**config.mk**
```make
export PLATFORM = sky130hd
export DESIGN_NAME = bridge_guard
export DESIGN_NICKNAME = d
export VERILOG_FILES = /design/src/rtl/bridge_guard.sv
export SDC_FILE = /design/constraint.sdc
export NUM_CORES = 1
export LEC_CHECK = 0
export BUFFER_PORTS_ARGS = -buffer_cell sky130_fd_sc_hd__buf_2
export CELL_PAD_IN_SITES_DETAIL_PLACEMENT = 1
export CELL_PAD_IN_SITES_GLOBAL_PLACEMENT = 1
export CORE_ASPECT_RATIO = 2
export CORE_MARGIN = 5
export CORE_UTILIZATION = 30
export CTS_BUF_LIST = sky130_fd_sc_hd__clkbuf_4
export DETAILED_ROUTE_END_ITERATION = 16
export HOLD_SLACK_MARGIN = 0.12
export PLACE_DENSITY_LB_ADDON = 0.05
export SLEW_MARGIN = 0
export SYNTH_ARGS = -nofsm -noshare
export SYNTH_HDL_FRONTEND = slang
export SYNTH_SLANG_ARGS = --single-unit
export TNS_END_PERCENT = 1
```
**constraint.sdc**
```tcl
create_clock -name clk -period 2.5 [get_ports clk]
set_input_delay 0.5 -clock clk [delete_from_list [all_inputs] [get_ports clk]]
set_output_delay 0.5 -clock clk [all_outputs]
set_load 0.02 [all_outputs]
```
**src/rtl/bridge_guard.sv**
```systemverilog
module bridge_guard #(
  parameter int SLOT_W = 4,
  parameter int NMST   = 4,
  parameter int AW     = 20
) (
  input  logic                      clk,
  input  logic                      rst_n,
  input  logic                      req_valid,
  output logic                      req_ready,
  input  logic [AW-1:0]             req_addr,
  input  logic                      req_write,
  input  logic                      req_super,
  input  logic [$clog2(NMST)-1:0]   req_master,
  input  logic [31:0]               req_wdata,
  output logic                      rsp_valid,
  output logic                      rsp_error,
  output logic [31:0]               rsp_rdata,
  output logic [(1<<SLOT_W)-1:0]    per_sel,
  output logic                      per_bypass,
  output logic [AW-1:0]             per_addr,
  output logic                      per_write,
  output logic [31:0]               per_wdata,
  input  logic [31:0]               per_rdata
);
  localparam int NSLOT = 1 << SLOT_W;
  localparam int NCTL  = NSLOT / 8;
  localparam int MID_W = $clog2(NMST);
  localparam int MBASE = 16;
  localparam logic [1:0] RG_SLOT = 2'b00;
  localparam logic [1:0] RG_CFG  = 2'b01;
  localparam logic [1:0] RG_BYP  = 2'b10;
  localparam logic [31:0] CTL_RST  = 32'h4444_4444;
  localparam logic [31:0] CTL_MASK = 32'h7777_7777;

  logic              busy;
  logic [AW-1:0]     q_addr;
  logic              q_write, q_super;
  logic [MID_W-1:0]  q_mid;
  logic [31:0]       q_wdata;

  logic [NCTL*32-1:0] ctl_q;
  logic [NMST*3-1:0]  mst_q;

  logic [1:0]        q_rgn;
  logic [SLOT_W-1:0] q_slot;
  logic [5:0]        q_word;
  logic [3:0]        fld;
  logic [2:0]        mreg;
  logic              m_priv, m_trust, m_wen;
  logic              cfg_ok, cfg_we, err;
  logic [31:0]       cfg_rd;

  assign q_rgn   = q_addr[AW-1:AW-2];
  assign q_slot  = q_addr[12 +: SLOT_W];
  assign q_word  = q_addr[7:2];
  assign mreg    = mst_q[int'(q_mid)*3 +: 3];
  assign m_priv  = mreg[2];
  assign m_trust = mreg[1];
  assign m_wen   = mreg[0];
  assign cfg_ok  = q_super && m_trust;
  assign cfg_we  = busy && q_rgn == RG_CFG && q_write && cfg_ok;

  always_comb begin
    int base;
    base = 32 * int'(q_slot[SLOT_W-1:3]) + 28 - 4 * int'(q_slot[2:0]);
    fld  = ctl_q[base +: 4];
  end

  always_comb begin
    cfg_rd = '0;
    for (int r = 0; r < NCTL; r++)
      if (int'(q_word) == r) cfg_rd = ctl_q[r*32 +: 32];
    for (int m = 0; m < NMST; m++)
      if (int'(q_word) == MBASE + m) cfg_rd = {29'd0, mst_q[m*3 +: 3]};
  end

  always_comb begin
    unique case (q_rgn)
      RG_SLOT: err = (fld[2] && !(q_super && m_priv))
                   || (fld[1] && q_write)
                   || (fld[0] && !m_trust)
                   || (q_write && !m_wen);
      RG_CFG:  err = q_write && !cfg_ok;
      RG_BYP:  err = 1'b0;
      default: err = 1'b1;
    endcase
  end

  assign req_ready  = !busy;
  assign rsp_valid  = busy;
  assign rsp_error  = busy && err;
  assign per_sel    = (busy && q_rgn == RG_SLOT && !err) ? NSLOT'(1) << q_slot : '0;
  assign per_bypass = busy && q_rgn == RG_BYP;
  assign per_addr   = q_addr;
  assign per_write  = q_write;
  assign per_wdata  = q_wdata;

  always_comb begin
    rsp_rdata = '0;
    if (busy && !err && !q_write) begin
      if (q_rgn == RG_CFG) rsp_rdata = cfg_rd;
      else                 rsp_rdata = per_rdata;
    end
  end

  always_ff @(posedge clk or negedge rst_n) begin
    if (!rst_n) begin
      busy    <= 1'b0;
      q_addr  <= '0;
      q_write <= 1'b0;
      q_super <= 1'b0;
      q_mid   <= '0;
      q_wdata <= '0;
    end else if (busy) begin
      busy <= 1'b0;
    end else if (req_valid) begin
      busy    <= 1'b1;
      q_addr  <= req_addr;
      q_write <= req_write;
      q_super <= req_super;
      q_mid   <= req_master;
      q_wdata <= req_wdata;
    end
  end

  always_ff @(posedge clk or negedge rst_n) begin
    if (!rst_n) begin
      ctl_q <= {NCTL{CTL_RST}};
      mst_q <= {NMST{3'b111}};
    end else if (cfg_we) begin
      for (int r = 0; r < NCTL; r++)
        if (int'(q_word) == r) ctl_q[r*32 +: 32] <= q_wdata & CTL_MASK;
      for (int m = 0; m < NMST; m++)
        if (int'(q_word) == MBASE + m) mst_q[m*3 +: 3] <= q_wdata[2:0];
    end
  end

  AST_ERR_NO_SEL: assert property (@(posedge clk) disable iff (!rst_n)
    rsp_error |-> (per_sel == '0 && !per_bypass && rsp_rdata == '0));
  AST_SEL_ONEHOT: assert property (@(posedge clk) disable iff (!rst_n)
    $onehot0(per_sel));
  AST_ACCEPT_RSP: assert property (@(posedge clk) disable iff (!rst_n)
    (req_valid && req_ready) |=> (rsp_valid && !req_ready));
  AST_RSP_SINGLE: assert property (@(posedge clk) disable iff (!rst_n)
    rsp_valid |=> !rsp_valid);
  AST_BYPASS_OK: assert property (@(posedge clk) disable iff (!rst_n)
    per_bypass |-> (!rsp_error && per_sel == '0));
  AST_CFG_HOLD: assert property (@(posedge clk) disable iff (!rst_n)
    rsp_error |=> ($stable(ctl_q) && $stable(mst_q)));
  AST_UNMAPPED: assert property (@(posedge clk) disable iff (!rst_n)
    (rsp_valid && per_addr[AW-1:AW-2] == 2'b11) |-> rsp_error);
endmodule

```
==> impl_results.html, run 1 <==
<table>
<tr><th>Metric</th><th>Value</th></tr>
<tr><th colspan="2">Setup path</th></tr>
<tr><td>Library cell contributing the largest single delay on the critical path</td><td>sky130_fd_sc_hd__dfrtp_2</td></tr>
<tr><td>Data required time at the worst endpoint</td><td>~2000 ps</td></tr>
<tr><td>Cell mode on critical path</td><td>sky130_fd_sc_hd__buf_12</td></tr>
<tr><td>Critical Path End Type</td><td>output port</td></tr>
<tr><td>Arrival time of data at the critical path endpoint</td><td>roughly 2800 ps</td></tr>
<tr><td>Launching element type of the critical path</td><td>register</td></tr>
<tr><td>CP Cell Sequence</td><td>clkbuf_16 &gt; mux2i_4 &gt; a22oi_2 &gt; nand4b_1 &gt; a41oi_4 &gt; buf_12 &gt; buf_12 &gt; nor4bb_2 &gt; buf_4</td></tr>
<tr><td>Path type of the worst setup path</td><td>register to output port</td></tr>
<tr><td>Highest cell delay on the worst timing path</td><td>470 ps</td></tr>
<tr><td>Reg-to-reg slack, setup</td><td>about 90 ps</td></tr>
<tr><td>Max Fanout on Critical Path</td><td>11</td></tr>
<tr><th colspan="2">Timing</th></tr>
<tr><td>Highest attainable clock frequency</td><td>roughly 300 MHz</td></tr>
<tr><td>Setup violators final</td><td>49</td></tr>
<tr><td>Worst Setup Slack, final</td><td>-779 ps</td></tr>
<tr><td>Final Hold Slack</td><td>164 ps</td></tr>
<tr><td>Final worst path period need</td><td>between 3000 and 4000 ps</td></tr>
<tr><td>Sum of negative setup slack</td><td>-34470 ps</td></tr>
<tr><td>Worst clock skew</td><td>~19 ps</td></tr>
<tr><td>Number of hold-slack violations in the final timing report</td><td>0</td></tr>
<tr><td>Max-slew violation count</td><td>0</td></tr>
<tr><td>Worst slew margin</td><td>about three fifths</td></tr>
<tr><td>Worst-Margin Slew</td><td>571 ps</td></tr>
<tr><td>RSZ-0062 raised after global routing</td><td>yes</td></tr>
<tr><td>Share of the clock period used by the worst path after layout</td><td>131%</td></tr>
<tr><th colspan="2">Clock network</th></tr>
<tr><td>Clock net sink count</td><td>117</td></tr>
<tr><td>H-tree lvl count</td><td>4</td></tr>
<tr><td>Clock latency at the later pin of the worst-skew pair</td><td>~570 ps</td></tr>
<tr><td>Clk root buf</td><td>sky130_fd_sc_hd__clkbuf_4</td></tr>
<tr><td>Number of buffers inserted during clock tree synthesis</td><td>17</td></tr>
<tr><td>TritonCTS clock tree</td><td>built</td></tr>
<tr><td>Clock transition at the register clock pins on the worst setup and hold paths after CTS</td><td>about 110 ps</td></tr>
<tr><td>Max Buffers Root-to-Sink</td><td>2</td></tr>
<tr><th colspan="2">Floorplan</th></tr>
<tr><td>Effective utilization at floorplan</td><td>roughly 30%</td></tr>
<tr><td>Die outline height</td><td>around 220 µm</td></tr>
<tr><td>Total number of placement rows</td><td>75</td></tr>
<tr><td>Core area</td><td>approximately 21000 µm²</td></tr>
<tr><td>Full die area</td><td>around 24000 µm²</td></tr>
<tr><td>Number of primary I/O pins</td><td>196</td></tr>
<tr><td>Die Width</td><td>between 100 and 150 µm</td></tr>
<tr><th colspan="2">Drt</th></tr>
<tr><td>Avg WL per Cell</td><td>between 20 and 25 µm</td></tr>
<tr><td>Antenna violation net count after detailed routing</td><td>0</td></tr>
<tr><td>Via/cell ratio</td><td>~5</td></tr>
<tr><td>First-iteration detailed-routing DRC count</td><td>120</td></tr>
<tr><td>Count of unresolved DRC violations after routing</td><td>0</td></tr>
<tr><td>Total Routed Length</td><td>approximately 23 mm</td></tr>
<tr><td>First-pass detailed-route iteration total</td><td>4</td></tr>
<tr><td>Vias after detailed routing</td><td>5468</td></tr>
<tr><th colspan="2">Global route</th></tr>
<tr><td>Overall overflow remaining after global route</td><td>0</td></tr>
<tr><td>Number of antenna violations at the first check in global routing</td><td>1</td></tr>
<tr><td>Largest net degree at the start of global routing</td><td>a little under 60</td></tr>
<tr><td>Number of global-route vias before repair</td><td>between 6000 and 7000</td></tr>
<tr><td>Wire length of the first global-routing pass</td><td>about 36 mm</td></tr>
<tr><td>Overall fraction of global-route tracks in use</td><td>just under 20%</td></tr>
<tr><th colspan="2">Synthesis</th></tr>
<tr><td>Cell taking the most area after synthesis</td><td>sky130_fd_sc_hd__dfrtp_1</td></tr>
<tr><td>Yosys top cell area share</td><td>35.0%</td></tr>
<tr><td>Commonest register cell after synthesis</td><td>sky130_fd_sc_hd__dfrtp_1</td></tr>
<tr><td>Syn Area/Cell</td><td>~12 µm²</td></tr>
<tr><td>Synthesized netlist net count</td><td>around 640</td></tr>
<tr><td>Number of warnings printed during yosys synthesis</td><td>0</td></tr>
<tr><td>Count of flip-flops with a built-in enable after synthesis</td><td>0</td></tr>
<tr><td>Share of flip-flops with an asynchronous set or reset</td><td>100%</td></tr>
<tr><td>Most common library cells after synthesis</td><td>sky130_fd_sc_hd__mux2_2, sky130_fd_sc_hd__dfrtp_1, sky130_fd_sc_hd__mux2i_1</td></tr>
<tr><td>Library cell with the highest instance count after synthesis</td><td>sky130_fd_sc_hd__mux2_2</td></tr>
<tr><td>Post-Syn Instances</td><td>547</td></tr>
<tr><td>Number of synthesized register bits</td><td>~120</td></tr>
<tr><td>Top cells by area, synth</td><td>sky130_fd_sc_hd__dfrtp_1, sky130_fd_sc_hd__mux2_2, sky130_fd_sc_hd__dfstp_2</td></tr>
<tr><td>Yosys cell types</td><td>44</td></tr>
<tr><td>Cell area after synthesis</td><td>approximately 6400 µm²</td></tr>
<tr><td>Sequential area share after synthesis</td><td>about 47%</td></tr>
<tr><th colspan="2">Pwr</th></tr>
<tr><td>Pwr Density</td><td>approximately 570 nW/µm²</td></tr>
<tr><td>Leakage</td><td>around 4.3 nW</td></tr>
<tr><td>Maximum VDD drop</td><td>0.276 mV</td></tr>
<tr><th colspan="2">Layout</th></tr>
<tr><td>Net total in the final layout</td><td>roughly 920</td></tr>
<tr><td>Ratio of cells with drive above 1 in the final layout</td><td>59.5%</td></tr>
<tr><td>P&amp;R area growth vs syn</td><td>47.9%</td></tr>
<tr><td>Final Cell Area</td><td>9410 µm²</td></tr>
<tr><td>Final cell count without fillers</td><td>~1100</td></tr>
<tr><td>Final core utilization</td><td>between 40% and 50%</td></tr>
<tr><th colspan="2">Status</th></tr>
<tr><td>Result of the run</td><td>complete, but fails checks</td></tr>
<tr><td>Violations in the final reports</td><td>setup timing</td></tr>
<tr><th colspan="2">Place</th></tr>
<tr><td>Dpl cell area</td><td>8210 µm²</td></tr>
<tr><td>IO buf count</td><td>roughly 200</td></tr>
<tr><td>Placed cell count</td><td>1017</td></tr>
<tr><td>HPWL reported at the end of detailed placement</td><td>between 15 and 20 mm</td></tr>
<tr><td>Final estimated routing congestion in global placement</td><td>~0.84</td></tr>
<tr><th colspan="2">Flow run</th></tr>
<tr><td>Max-cap viol count</td><td>0</td></tr>
<tr><th colspan="2">Worst hold path</th></tr>
<tr><td>Min-delay worst type</td><td>primary input to register</td></tr>
</table>
power breakdown:
group	internal (mW)	switching (mW)
logic	0.737	0.890
clock network	0.756	0.738
registers	2.03	0.177
routing by layer:
| metal | wire [µm] | global-route usage [%] | vias up |
|---|---|---|---|
| met5 | 0 | 0 | - |
| met4 | 668 | 7.94 | 0 |
| met3 | 753 | 3.45 | 37 |
| met2 | 13700 | 37.8 | 134 |
| met1 | 7920 | 19.4 | 2754 |
| li1 | - | - | 2543 |
path summary, 6_finish.rpt:
check                                   from            end  cells past startpoint
worst min-delay path             req_addr[3]    per_addr[3]                      2
worst max register to register      mst_q[7]       ctl_q[1]                      7
min in group asynchronous              rst_n  per_wdata[15]                      2
worst max-delay path            per_addr[13]  rsp_rdata[15]                      9
max in group asynchronous              rst_n       mst_q[1]                      3
worst min register to register   per_addr[0]    per_addr[0]                      1
through the flow:
stage                     total power, mW  worst slack [ps]
after floorplan                      3.07             -55.8
after global placement               3.64              -130
after detailed placement             3.68              -219
after CTS                            5.39              -780
after global routing                 5.62              -914
final                                5.33              -779
placed cells by master, fill, tap and decap left out, types with 3 or more instances in the layout:
| master | instances |
|---|---|
| sky130_fd_sc_hd__a21oi_1 | 3 |
| sky130_fd_sc_hd__a22oi_1 | 4 |
| sky130_fd_sc_hd__a22oi_2 | 4 |
| sky130_fd_sc_hd__buf_12 | 14 |
| sky130_fd_sc_hd__buf_2 | 148 |
| sky130_fd_sc_hd__buf_4 | 66 |
| sky130_fd_sc_hd__buf_6 | 21 |
| sky130_fd_sc_hd__bufinv_16 | 3 |
| sky130_fd_sc_hd__clkbuf_4 | 24 |
| sky130_fd_sc_hd__dfrtp_1 | 87 |
| sky130_fd_sc_hd__dfstp_2 | 28 |
| sky130_fd_sc_hd__dlygate4sd3_1 | 45 |
| sky130_fd_sc_hd__inv_1 | 24 |
| sky130_fd_sc_hd__mux2_2 | 98 |
| sky130_fd_sc_hd__mux2_4 | 20 |
| sky130_fd_sc_hd__mux2i_1 | 46 |
| sky130_fd_sc_hd__mux2i_2 | 3 |
| sky130_fd_sc_hd__mux2i_4 | 4 |
| sky130_fd_sc_hd__nand2_1 | 40 |
| sky130_fd_sc_hd__nand2b_1 | 3 |
| sky130_fd_sc_hd__nand3_1 | 10 |
| sky130_fd_sc_hd__nand4_1 | 8 |
| sky130_fd_sc_hd__nor2_1 | 14 |
| sky130_fd_sc_hd__nor2_2 | 22 |
| sky130_fd_sc_hd__nor2b_1 | 6 |
| sky130_fd_sc_hd__nor3_2 | 8 |
| sky130_fd_sc_hd__nor4_2 | 5 |
| sky130_fd_sc_hd__nor4_4 | 4 |
| sky130_fd_sc_hd__nor4bb_2 | 6 |
| sky130_fd_sc_hd__o211ai_1 | 3 |
| sky130_fd_sc_hd__o21ai_0 | 4 |
| sky130_fd_sc_hd__o22ai_1 | 21 |
final cells by class:
class	instances	area [µm²]
Clock buffer	23	173
Timing Repair Buffer	296	2240
Clock inverter	9	129
Inverter	24	90.1
Tap cell	269	337
Fill cell	2335	11500
Multi-Input combinational cell	369	3470
Antenna cell	1	2.50
Sequential cell	117	2970
flip-flops by register name, summed over array words and instances (netlist names):
signal,cells
per_addr,20
ctl_q,48
per_write,1
per_wdata,32
rsp_valid,1
q_mid,2
q_super,1
mst_q,12
critical path, delay by kind of cell, from the launching register on:
kind                   cells  cell delay (ps)
DFF                        1              470
AOI/OAI and AO/OA          2              260
buffers and inverters      4              730
and+or+nand+nor            2              500
muxes                      1              240
cells by family (layout without fill, tap and decap cells):
family | Yosys count | after routing | share of synthesized area, %
buffers and inverters | 61 | 352 | 4.78
AO/OA/AOI/OAI | 53 | 53 | 5.73
multiplexers | 173 | 173 | 31.2
AND/OR/NAND/NOR | 143 | 143 | 11.7
flip-flops | 117 | 117 | 46.6
other | 0 | 1 | 0
what timing repair did:
action                                 CTS  global route
pin swaps                               11             5
setup buffers                            8             5
hold buffers                            39             6
cloned                                   2             1
gates resized for setup                 74            24
setup endpoints to repair               49            49
endpoints found under the hold margin   69             6
No activity file was read; power rests on OpenSTA's default activity.
==> inputs of run 2 (changes only) <==
CORE_UTILIZATION = 36   (was 30)
CTS_BUF_LIST = default   (was sky130_fd_sc_hd__clkbuf_4)
==> run 2 against run 1 <==
  * The flow still finishes with violations (setup timing)
  * Final area fell by 5.6%
  * Via count is 4.7% lower
  * Die area is 16% lower
  * Core utilization grew 6.2 points
  * Flip-flop and latch count stayed put
==> impl_results.html, run 2 (synthesized netlist as in run 1, its figures left out) <==
<table>
<tr><th>Metric</th><th>Value</th></tr>
<tr><th colspan="2">Pwr</th></tr>
<tr><td>Pwr Density</td><td>slightly below 700 nW/µm²</td></tr>
<tr><td>Maximum VDD drop</td><td>a little over 0.4 mV</td></tr>
<tr><td>Leakage</td><td>a little over 4 nW</td></tr>
<tr><th colspan="2">Drt</th></tr>
<tr><td>Vias after detailed routing</td><td>about 5200</td></tr>
<tr><td>Count of unresolved DRC violations after routing</td><td>0</td></tr>
<tr><td>Total Routed Length</td><td>between 20 and 25 mm</td></tr>
<tr><td>First-iteration detailed-routing DRC count</td><td>between 100 and 150</td></tr>
<tr><td>First-pass detailed-route iteration total</td><td>4</td></tr>
<tr><td>Antenna violation net count after detailed routing</td><td>0</td></tr>
<tr><td>Via/cell ratio</td><td>about 5.2</td></tr>
<tr><td>Avg WL per Cell</td><td>21.8 µm</td></tr>
<tr><th colspan="2">Clock network</th></tr>
<tr><td>Clk root buf</td><td>sky130_fd_sc_hd__clkbuf_16</td></tr>
<tr><td>TritonCTS clock tree</td><td>built</td></tr>
<tr><td>Max Buffers Root-to-Sink</td><td>2</td></tr>
<tr><td>H-tree lvl count</td><td>4</td></tr>
<tr><td>Clock latency at the later pin of the worst-skew pair</td><td>~420 ps</td></tr>
<tr><td>Clock net sink count</td><td>between 100 and 150</td></tr>
<tr><td>Number of buffers inserted during clock tree synthesis</td><td>17</td></tr>
<tr><td>Clock transition at the register clock pins on the worst setup and hold paths after CTS</td><td>about 60 ps</td></tr>
<tr><th colspan="2">Layout</th></tr>
<tr><td>Most used cells in the layout excluding fill and tap cells</td><td>sky130_fd_sc_hd__buf_2, sky130_fd_sc_hd__mux2_2, sky130_fd_sc_hd__dfrtp_1</td></tr>
<tr><td>Sequential cell area in the final layout</td><td>between 2000 and 3000 µm²</td></tr>
<tr><td>Number of flip-flops under the largest register name</td><td>48</td></tr>
<tr><td>Ratio of cells with drive above 1 in the final layout</td><td>~62%</td></tr>
<tr><td>Most flops, register</td><td>ctl_q</td></tr>
<tr><td>Net total in the final layout</td><td>approximately 860</td></tr>
<tr><td>P&amp;R area growth vs syn</td><td>39.7%</td></tr>
<tr><td>Total area of multi-input combinational cells</td><td>between 3000 and 4000 µm²</td></tr>
<tr><td>ANT cells</td><td>0</td></tr>
<tr><td>Number of fill cells</td><td>1878</td></tr>
<tr><td>Leading cell type in the layout, fill and taps excluded</td><td>sky130_fd_sc_hd__buf_2</td></tr>
<tr><th colspan="2">Floorplan</th></tr>
<tr><td>Effective utilization at floorplan</td><td>36.6%</td></tr>
<tr><td>Number of primary I/O pins</td><td>196</td></tr>
<tr><td>Full die area</td><td>about 20000 µm²</td></tr>
<tr><td>Die Width</td><td>approximately 100 µm</td></tr>
<tr><td>Total number of placement rows</td><td>about 70</td></tr>
<tr><td>Core area</td><td>~17000 µm²</td></tr>
<tr><td>Die outline height</td><td>198 µm</td></tr>
<tr><th colspan="2">Timing</th></tr>
<tr><td>Share of the clock period used by the worst path after layout</td><td>118%</td></tr>
<tr><td>RSZ-0062 raised after global routing</td><td>yes</td></tr>
<tr><td>Final Hold Slack</td><td>slightly above 300 ps</td></tr>
<tr><td>Final worst path period need</td><td>about 2900 ps</td></tr>
<tr><td>Setup violators final</td><td>approximately 50</td></tr>
<tr><td>Worst slew margin</td><td>approximately 63%</td></tr>
<tr><td>Sum of negative setup slack</td><td>-19950 ps</td></tr>
<tr><td>Worst clock skew</td><td>roughly 11 ps</td></tr>
<tr><td>Worst-Margin Slew</td><td>roughly 560 ps</td></tr>
<tr><td>Number of hold-slack violations in the final timing report</td><td>0</td></tr>
<tr><td>Highest attainable clock frequency</td><td>~340 MHz</td></tr>
<tr><td>Worst Setup Slack, final</td><td>-442 ps</td></tr>
<tr><td>Max-slew violation count</td><td>0</td></tr>
<tr><th colspan="2">Flow run</th></tr>
<tr><td>Max-cap viol count</td><td>0</td></tr>
<tr><th colspan="2">Setup path</th></tr>
<tr><td>Worst-case reg-to-reg path depth</td><td>7</td></tr>
<tr><td>Reg-to-reg critical path startpoint</td><td>mst_q[4]</td></tr>
<tr><td>Data required time at the worst endpoint</td><td>about 2000 ps</td></tr>
<tr><td>Critical Path End Type</td><td>output port</td></tr>
<tr><td>Path type of the worst setup path</td><td>register to output port</td></tr>
<tr><td>Arrival time of data at the critical path endpoint</td><td>about 2400 ps</td></tr>
<tr><td>Endpoint of the worst register-to-register path</td><td>ctl_q[28]</td></tr>
<tr><td>Origin of the worst setup path</td><td>per_addr[13]</td></tr>
<tr><td>Max Fanout on Critical Path</td><td>25</td></tr>
<tr><td>Reg-to-reg slack, setup</td><td>roughly 120 ps</td></tr>
<tr><td>Termination of the worst setup path</td><td>per_sel[7]</td></tr>
<tr><td>Launching element type of the critical path</td><td>register</td></tr>
<tr><th colspan="2">Place</th></tr>
<tr><td>Final estimated routing congestion in global placement</td><td>0.823</td></tr>
<tr><td>Placement-stage worst setup slack</td><td>-188 ps</td></tr>
<tr><td>HPWL reported at the end of detailed placement</td><td>approximately 17 mm</td></tr>
<tr><td>IO buf count</td><td>195</td></tr>
<tr><th colspan="2">Global route</th></tr>
<tr><td>Number of global-route vias before repair</td><td>roughly 6000</td></tr>
<tr><td>Largest net degree at the start of global routing</td><td>48</td></tr>
<tr><td>Number of antenna violations at the first check in global routing</td><td>1</td></tr>
<tr><td>Wire length of the first global-routing pass</td><td>33.7 mm</td></tr>
<tr><td>Overall fraction of global-route tracks in use</td><td>a little over a fifth</td></tr>
<tr><td>Overall overflow remaining after global route</td><td>0</td></tr>
<tr><th colspan="2">Status</th></tr>
<tr><td>Result of the run</td><td>complete, but fails checks</td></tr>
<tr><td>Violations in the final reports</td><td>setup timing</td></tr>
<tr><th colspan="2">Worst hold path</th></tr>
<tr><td>Min-delay worst type</td><td>primary input to register</td></tr>
</table>
==> run 2: worst max-delay path: stages (launching register included) <==
cell and delay (ps):
sky130_fd_sc_hd__dfrtp_2 450, sky130_fd_sc_hd__buf_4 180, sky130_fd_sc_hd__mux2i_1 120, sky130_fd_sc_hd__a22oi_1 200
sky130_fd_sc_hd__nand4_1 220, sky130_fd_sc_hd__a41oi_4 340, sky130_fd_sc_hd__buf_12 260, sky130_fd_sc_hd__nor3_2 80
sky130_fd_sc_hd__buf_4 160
==> run 2: per-stage QoR <==
stage | util, % | cell area, µm² | total power, mW | instances
finish | 51.2 | 8880 | 6.17 | 995
global route | 51.2 | 8880 | 6.43 | 995
CTS | 50.9 | 8830 | 6.24 | 994
detailed placement | 46.9 | 8130 | 3.65 | 961
global placement | 46.9 | 8130 | 3.61 | 961
floorplan | - | 6690 | 3.07 | 547
==> run 2: worst min-delay path by stage <==
| stage | startpoint | to | slack (ps) | cells after the start |
|---|---|---|---|---|
| 4_1_cts | req_wdata[2] | per_wdata[2] | 300 | 2 |
| 3_3_place_gp | per_addr[16] | per_addr[16] | 490 | 1 |
| 6_report | req_wdata[2] | per_wdata[2] | 310 | 2 |
| 3_5_place_dp | per_wdata[31] | per_wdata[31] | 490 | 1 |
| 5_1_grt | req_super | q_super | 310 | 2 |
| 2_1_floorplan | rst_n | ctl_q[0] | 200 | 0 |
==> run 2: cell type report <==
class	count	share of cell area [%]
Inverter	24	1.01
Sequential cell	117	33.4
Multi-Input combinational cell	369	38.7
Clock inverter	11	1.68
Timing Repair Buffer	243	17.1
Clock buffer	21	5.19
Tap cell	210	2.96
==> run 2: where the power goes <==
group,switching (mW),internal (mW),leakage [nW]
clock,0.907,1.62,0.290
combinational,0.835,0.597,2.46
sequential,0.171,2.04,1.40
==> run 2: routing by layer <==
layer | share of wire [%] | global-route usage, % | routed length (µm)
met1 | 34 | 20.5 | 7360
met3 | 2.6 | 3.13 | 574
met4 | 3.9 | 10.1 | 839
met2 | 60 | 41.2 | 12900
met5 | 0 | 0 | 0
==> run 2: timing repair <==
| item | in CTS | in global routing |
|---|---|---|
| hold endpoints to repair | 31 | 0 |
| buffers inserted | 0 | 1 |
| cloned | 0 | 0 |
| endpoints found under the setup margin | 49 | 49 |
| pin swaps | 13 | 11 |
| hold buffers | 1 | 0 |
| resized for setup | 28 | 13 |
==> inputs of run 3 (changes only) <==
CELL_PAD_IN_SITES_DETAIL_PLACEMENT = 0   (was 1)
CELL_PAD_IN_SITES_GLOBAL_PLACEMENT = 2   (was 1)
CORE_UTILIZATION = 29   (was 36)
==> run 3 against run 2 <==
  * The flow still finishes with violations (setup timing)
  * Global-route usage down 3.0 points
  * Critical path depth up 1
  * Combinational power up 12%
  * Maximum frequency down 5.4%
  * Clock skew about the same
  * Routed wire length up 3.2%
  * Non-clock buffer count up 21
  * Sequential power about the same
  * Sequential share of layout area down 1.8 points
  * Clock power down 2%
  * Largest power group unchanged
==> impl_results.html, run 3 (synthesized netlist as in run 1, its figures left out) <==
<table>
<tr><th>Metric</th><th>Value</th></tr>
<tr><th colspan="2">Status</th></tr>
<tr><td>Result of the run</td><td>complete, but fails checks</td></tr>
<tr><td>Violations in the final reports</td><td>setup timing</td></tr>
<tr><th colspan="2">Setup path</th></tr>
<tr><td>CP Cell Sequence</td><td>clkbuf_16 &gt; mux2i_1 &gt; a22oi_2 &gt; nand4b_1 &gt; a41oi_4 &gt; buf_12 &gt; buf_12 &gt; nor4bb_2 &gt; buf_4</td></tr>
<tr><td>Library cell contributing the largest single delay on the critical path</td><td>sky130_fd_sc_hd__dfrtp_2</td></tr>
<tr><td>Origin of the worst setup path</td><td>per_addr[13]</td></tr>
<tr><td>Data required time at the worst endpoint</td><td>approximately 2000 ps</td></tr>
<tr><td>Reg-to-reg critical path startpoint</td><td>mst_q[7]</td></tr>
<tr><td>Launching element type of the critical path</td><td>register</td></tr>
<tr><td>Max Fanout on Critical Path</td><td>9</td></tr>
<tr><td>Arrival time of data at the critical path endpoint</td><td>2610 ps</td></tr>
<tr><td>Cell mode on critical path</td><td>sky130_fd_sc_hd__buf_12</td></tr>
<tr><td>Critical Path End Type</td><td>output port</td></tr>
<tr><td>Path type of the worst setup path</td><td>register to output port</td></tr>
<tr><td>Highest cell delay on the worst timing path</td><td>500 ps</td></tr>
<tr><th colspan="2">Layout</th></tr>
<tr><td>Ratio of cells with drive above 1 in the final layout</td><td>64.0%</td></tr>
<tr><td>Number of flip-flops under the largest register name</td><td>48</td></tr>
<tr><td>Final core utilization</td><td>around 43%</td></tr>
<tr><td>Final Cell Area</td><td>9390 µm²</td></tr>
<tr><td>Sequential cell area in the final layout</td><td>approximately 3000 µm²</td></tr>
<tr><td>ANT cells</td><td>0</td></tr>
<tr><td>Total area of multi-input combinational cells</td><td>about 3600 µm²</td></tr>
<tr><td>Most flops, register</td><td>ctl_q</td></tr>
<tr><td>P&amp;R area growth vs syn</td><td>47.7%</td></tr>
<tr><td>Most used cells in the layout excluding fill and tap cells</td><td>sky130_fd_sc_hd__buf_2, sky130_fd_sc_hd__mux2_2, sky130_fd_sc_hd__dfrtp_1</td></tr>
<tr><td>Leading cell type in the layout, fill and taps excluded</td><td>sky130_fd_sc_hd__buf_2</td></tr>
<tr><td>Number of fill cells</td><td>roughly 2100</td></tr>
<tr><td>Net total in the final layout</td><td>between 800 and 900</td></tr>
<tr><th colspan="2">Timing</th></tr>
<tr><td>Worst slew margin</td><td>58.2%</td></tr>
<tr><td>Setup violators final</td><td>49</td></tr>
<tr><td>Final worst path period need</td><td>just over 3000 ps</td></tr>
<tr><td>Highest attainable clock frequency</td><td>around 320 MHz</td></tr>
<tr><td>Sum of negative setup slack</td><td>-25250 ps</td></tr>
<tr><td>RSZ-0062 raised after global routing</td><td>yes</td></tr>
<tr><td>Share of the clock period used by the worst path after layout</td><td>124%</td></tr>
<tr><td>Worst Setup Slack, final</td><td>-609 ps</td></tr>
<tr><td>Number of hold-slack violations in the final timing report</td><td>0</td></tr>
<tr><td>Max-slew violation count</td><td>0</td></tr>
<tr><td>Worst-Margin Slew</td><td>approximately 630 ps</td></tr>
<tr><td>Worst clock skew</td><td>roughly 11 ps</td></tr>
<tr><th colspan="2">Clock network</th></tr>
<tr><td>Number of buffers inserted during clock tree synthesis</td><td>17</td></tr>
<tr><td>Clock net sink count</td><td>between 100 and 150</td></tr>
<tr><td>Clock latency at the later pin of the worst-skew pair</td><td>roughly 430 ps</td></tr>
<tr><td>TritonCTS clock tree</td><td>built</td></tr>
<tr><td>Max Buffers Root-to-Sink</td><td>2</td></tr>
<tr><td>H-tree lvl count</td><td>4</td></tr>
<tr><td>Clock transition at the register clock pins on the worst setup and hold paths after CTS</td><td>60 ps</td></tr>
<tr><td>Clk root buf</td><td>sky130_fd_sc_hd__clkbuf_16</td></tr>
<tr><th colspan="2">Drt</th></tr>
<tr><td>Via/cell ratio</td><td>roughly 4.9</td></tr>
<tr><td>Antenna violation net count after detailed routing</td><td>0</td></tr>
<tr><td>First-iteration detailed-routing DRC count</td><td>~140</td></tr>
<tr><td>Avg WL per Cell</td><td>about 21 µm</td></tr>
<tr><td>Vias after detailed routing</td><td>between 5000 and 6000</td></tr>
<tr><td>Count of unresolved DRC violations after routing</td><td>0</td></tr>
<tr><td>First-pass detailed-route iteration total</td><td>4</td></tr>
<tr><td>Total Routed Length</td><td>approximately 22 mm</td></tr>
<tr><th colspan="2">Floorplan</th></tr>
<tr><td>Die outline height</td><td>roughly 220 µm</td></tr>
<tr><td>Number of primary I/O pins</td><td>196</td></tr>
<tr><td>Full die area</td><td>about 25000 µm²</td></tr>
<tr><td>Total number of placement rows</td><td>76</td></tr>
<tr><td>Core area</td><td>approximately 22000 µm²</td></tr>
<tr><td>Die Width</td><td>115 µm</td></tr>
<tr><td>Effective utilization at floorplan</td><td>29.5%</td></tr>
<tr><th colspan="2">Global route</th></tr>
<tr><td>Number of antenna violations at the first check in global routing</td><td>0</td></tr>
<tr><td>Overall fraction of global-route tracks in use</td><td>roughly 18%</td></tr>
<tr><td>Number of global-route vias before repair</td><td>5866</td></tr>
<tr><td>Largest net degree at the start of global routing</td><td>between 60 and 70</td></tr>
<tr><td>Overall overflow remaining after global route</td><td>0</td></tr>
<tr><td>Wire length of the first global-routing pass</td><td>around 33 mm</td></tr>
<tr><th colspan="2">Flow run</th></tr>
<tr><td>Max-cap viol count</td><td>0</td></tr>
<tr><th colspan="2">Pwr</th></tr>
<tr><td>Pwr Density</td><td>roughly 670 nW/µm²</td></tr>
<tr><td>Maximum VDD drop</td><td>0.523 mV</td></tr>
<tr><td>Leakage</td><td>between 4 and 5 nW</td></tr>
<tr><th colspan="2">Worst hold path</th></tr>
<tr><td>Min-delay worst type</td><td>primary input to register</td></tr>
<tr><td>Start point of the worst min-delay path</td><td>req_write</td></tr>
<tr><th colspan="2">Place</th></tr>
<tr><td>Dpl cell area</td><td>just over 8000 µm²</td></tr>
<tr><td>HPWL reported at the end of detailed placement</td><td>about 17 mm</td></tr>
<tr><td>Placement-stage worst setup slack</td><td>-179 ps</td></tr>
<tr><td>Final estimated routing congestion in global placement</td><td>between 0.7 and 0.8</td></tr>
<tr><td>IO buf count</td><td>~200</td></tr>
</table>
## run 3: layer usage
layer  wire (µm)  up-vias  track usage (%)  share of wire, %
met3         883       39             4.11               3.9
met5           0        -                0                 0
li1            -     2480                -                 -
met1        7630     2595             18.0                34
met2       13100      125             34.0                58
met4         784        0             7.79               3.5
## run 3: worst max-delay path, delay by kind of cell, from the launching register on
family | cells | cell delay, ps
multiplexers | 1 | 230
AND/OR/NAND/NOR | 2 | 450
flip-flops | 1 | 500
buffers and inverters | 4 | 720
AO/OA/AOI/OAI | 2 | 260
## run 3: final cells by class
type                       count  share of cell area, %
clock buffer                  17                   4.53
tap                          273                   3.64
multi-input combinational    369                   38.3
timing repair buffer         264                   19.2
clock inverter                15                   1.84
sequential                   117                   31.6
inverter                      24                  0.959
## run 3: repair_timing
item                                    in CTS  in global routing
hold buffers                                 1                  0
endpoints found under the setup margin      49                 49
pin swaps                                    2                 14
gates cloned                                 0                  4
hold endpoints to repair                    37                  0
setup buffers                                1                  5
resized for setup                           25                 54
## run 3: final timing paths
path	end	slack, ps	cells past startpoint
worst min-delay path	per_write	280	3
worst min register to register	per_wdata[19]	500	1
min in group asynchronous	per_addr[1]	620	2
worst max register to register	mst_q[6]	140	6
worst max-delay path	rsp_rdata[31]	-610	9
max in group asynchronous	ctl_q[54]	1150	3
## run 3: power by group
part	total (mW)	internal [mW]	switching, mW
Combinational	1.60	0.717	0.881
Clock	2.48	1.49	0.987
Sequential	2.21	2.03	0.176
## run 3: stage by stage
stage | hold WS [ps] | cells | power [mW]
after floorplan | 204 | 547 | 3.07
after global placement | 488 | 1036 | 3.66
after detailed placement | 492 | 1036 | 3.68
after CTS | 260 | 1070 | 6.23
after global routing | 269 | 1079 | 6.60
final | 278 | 1079 | 6.29
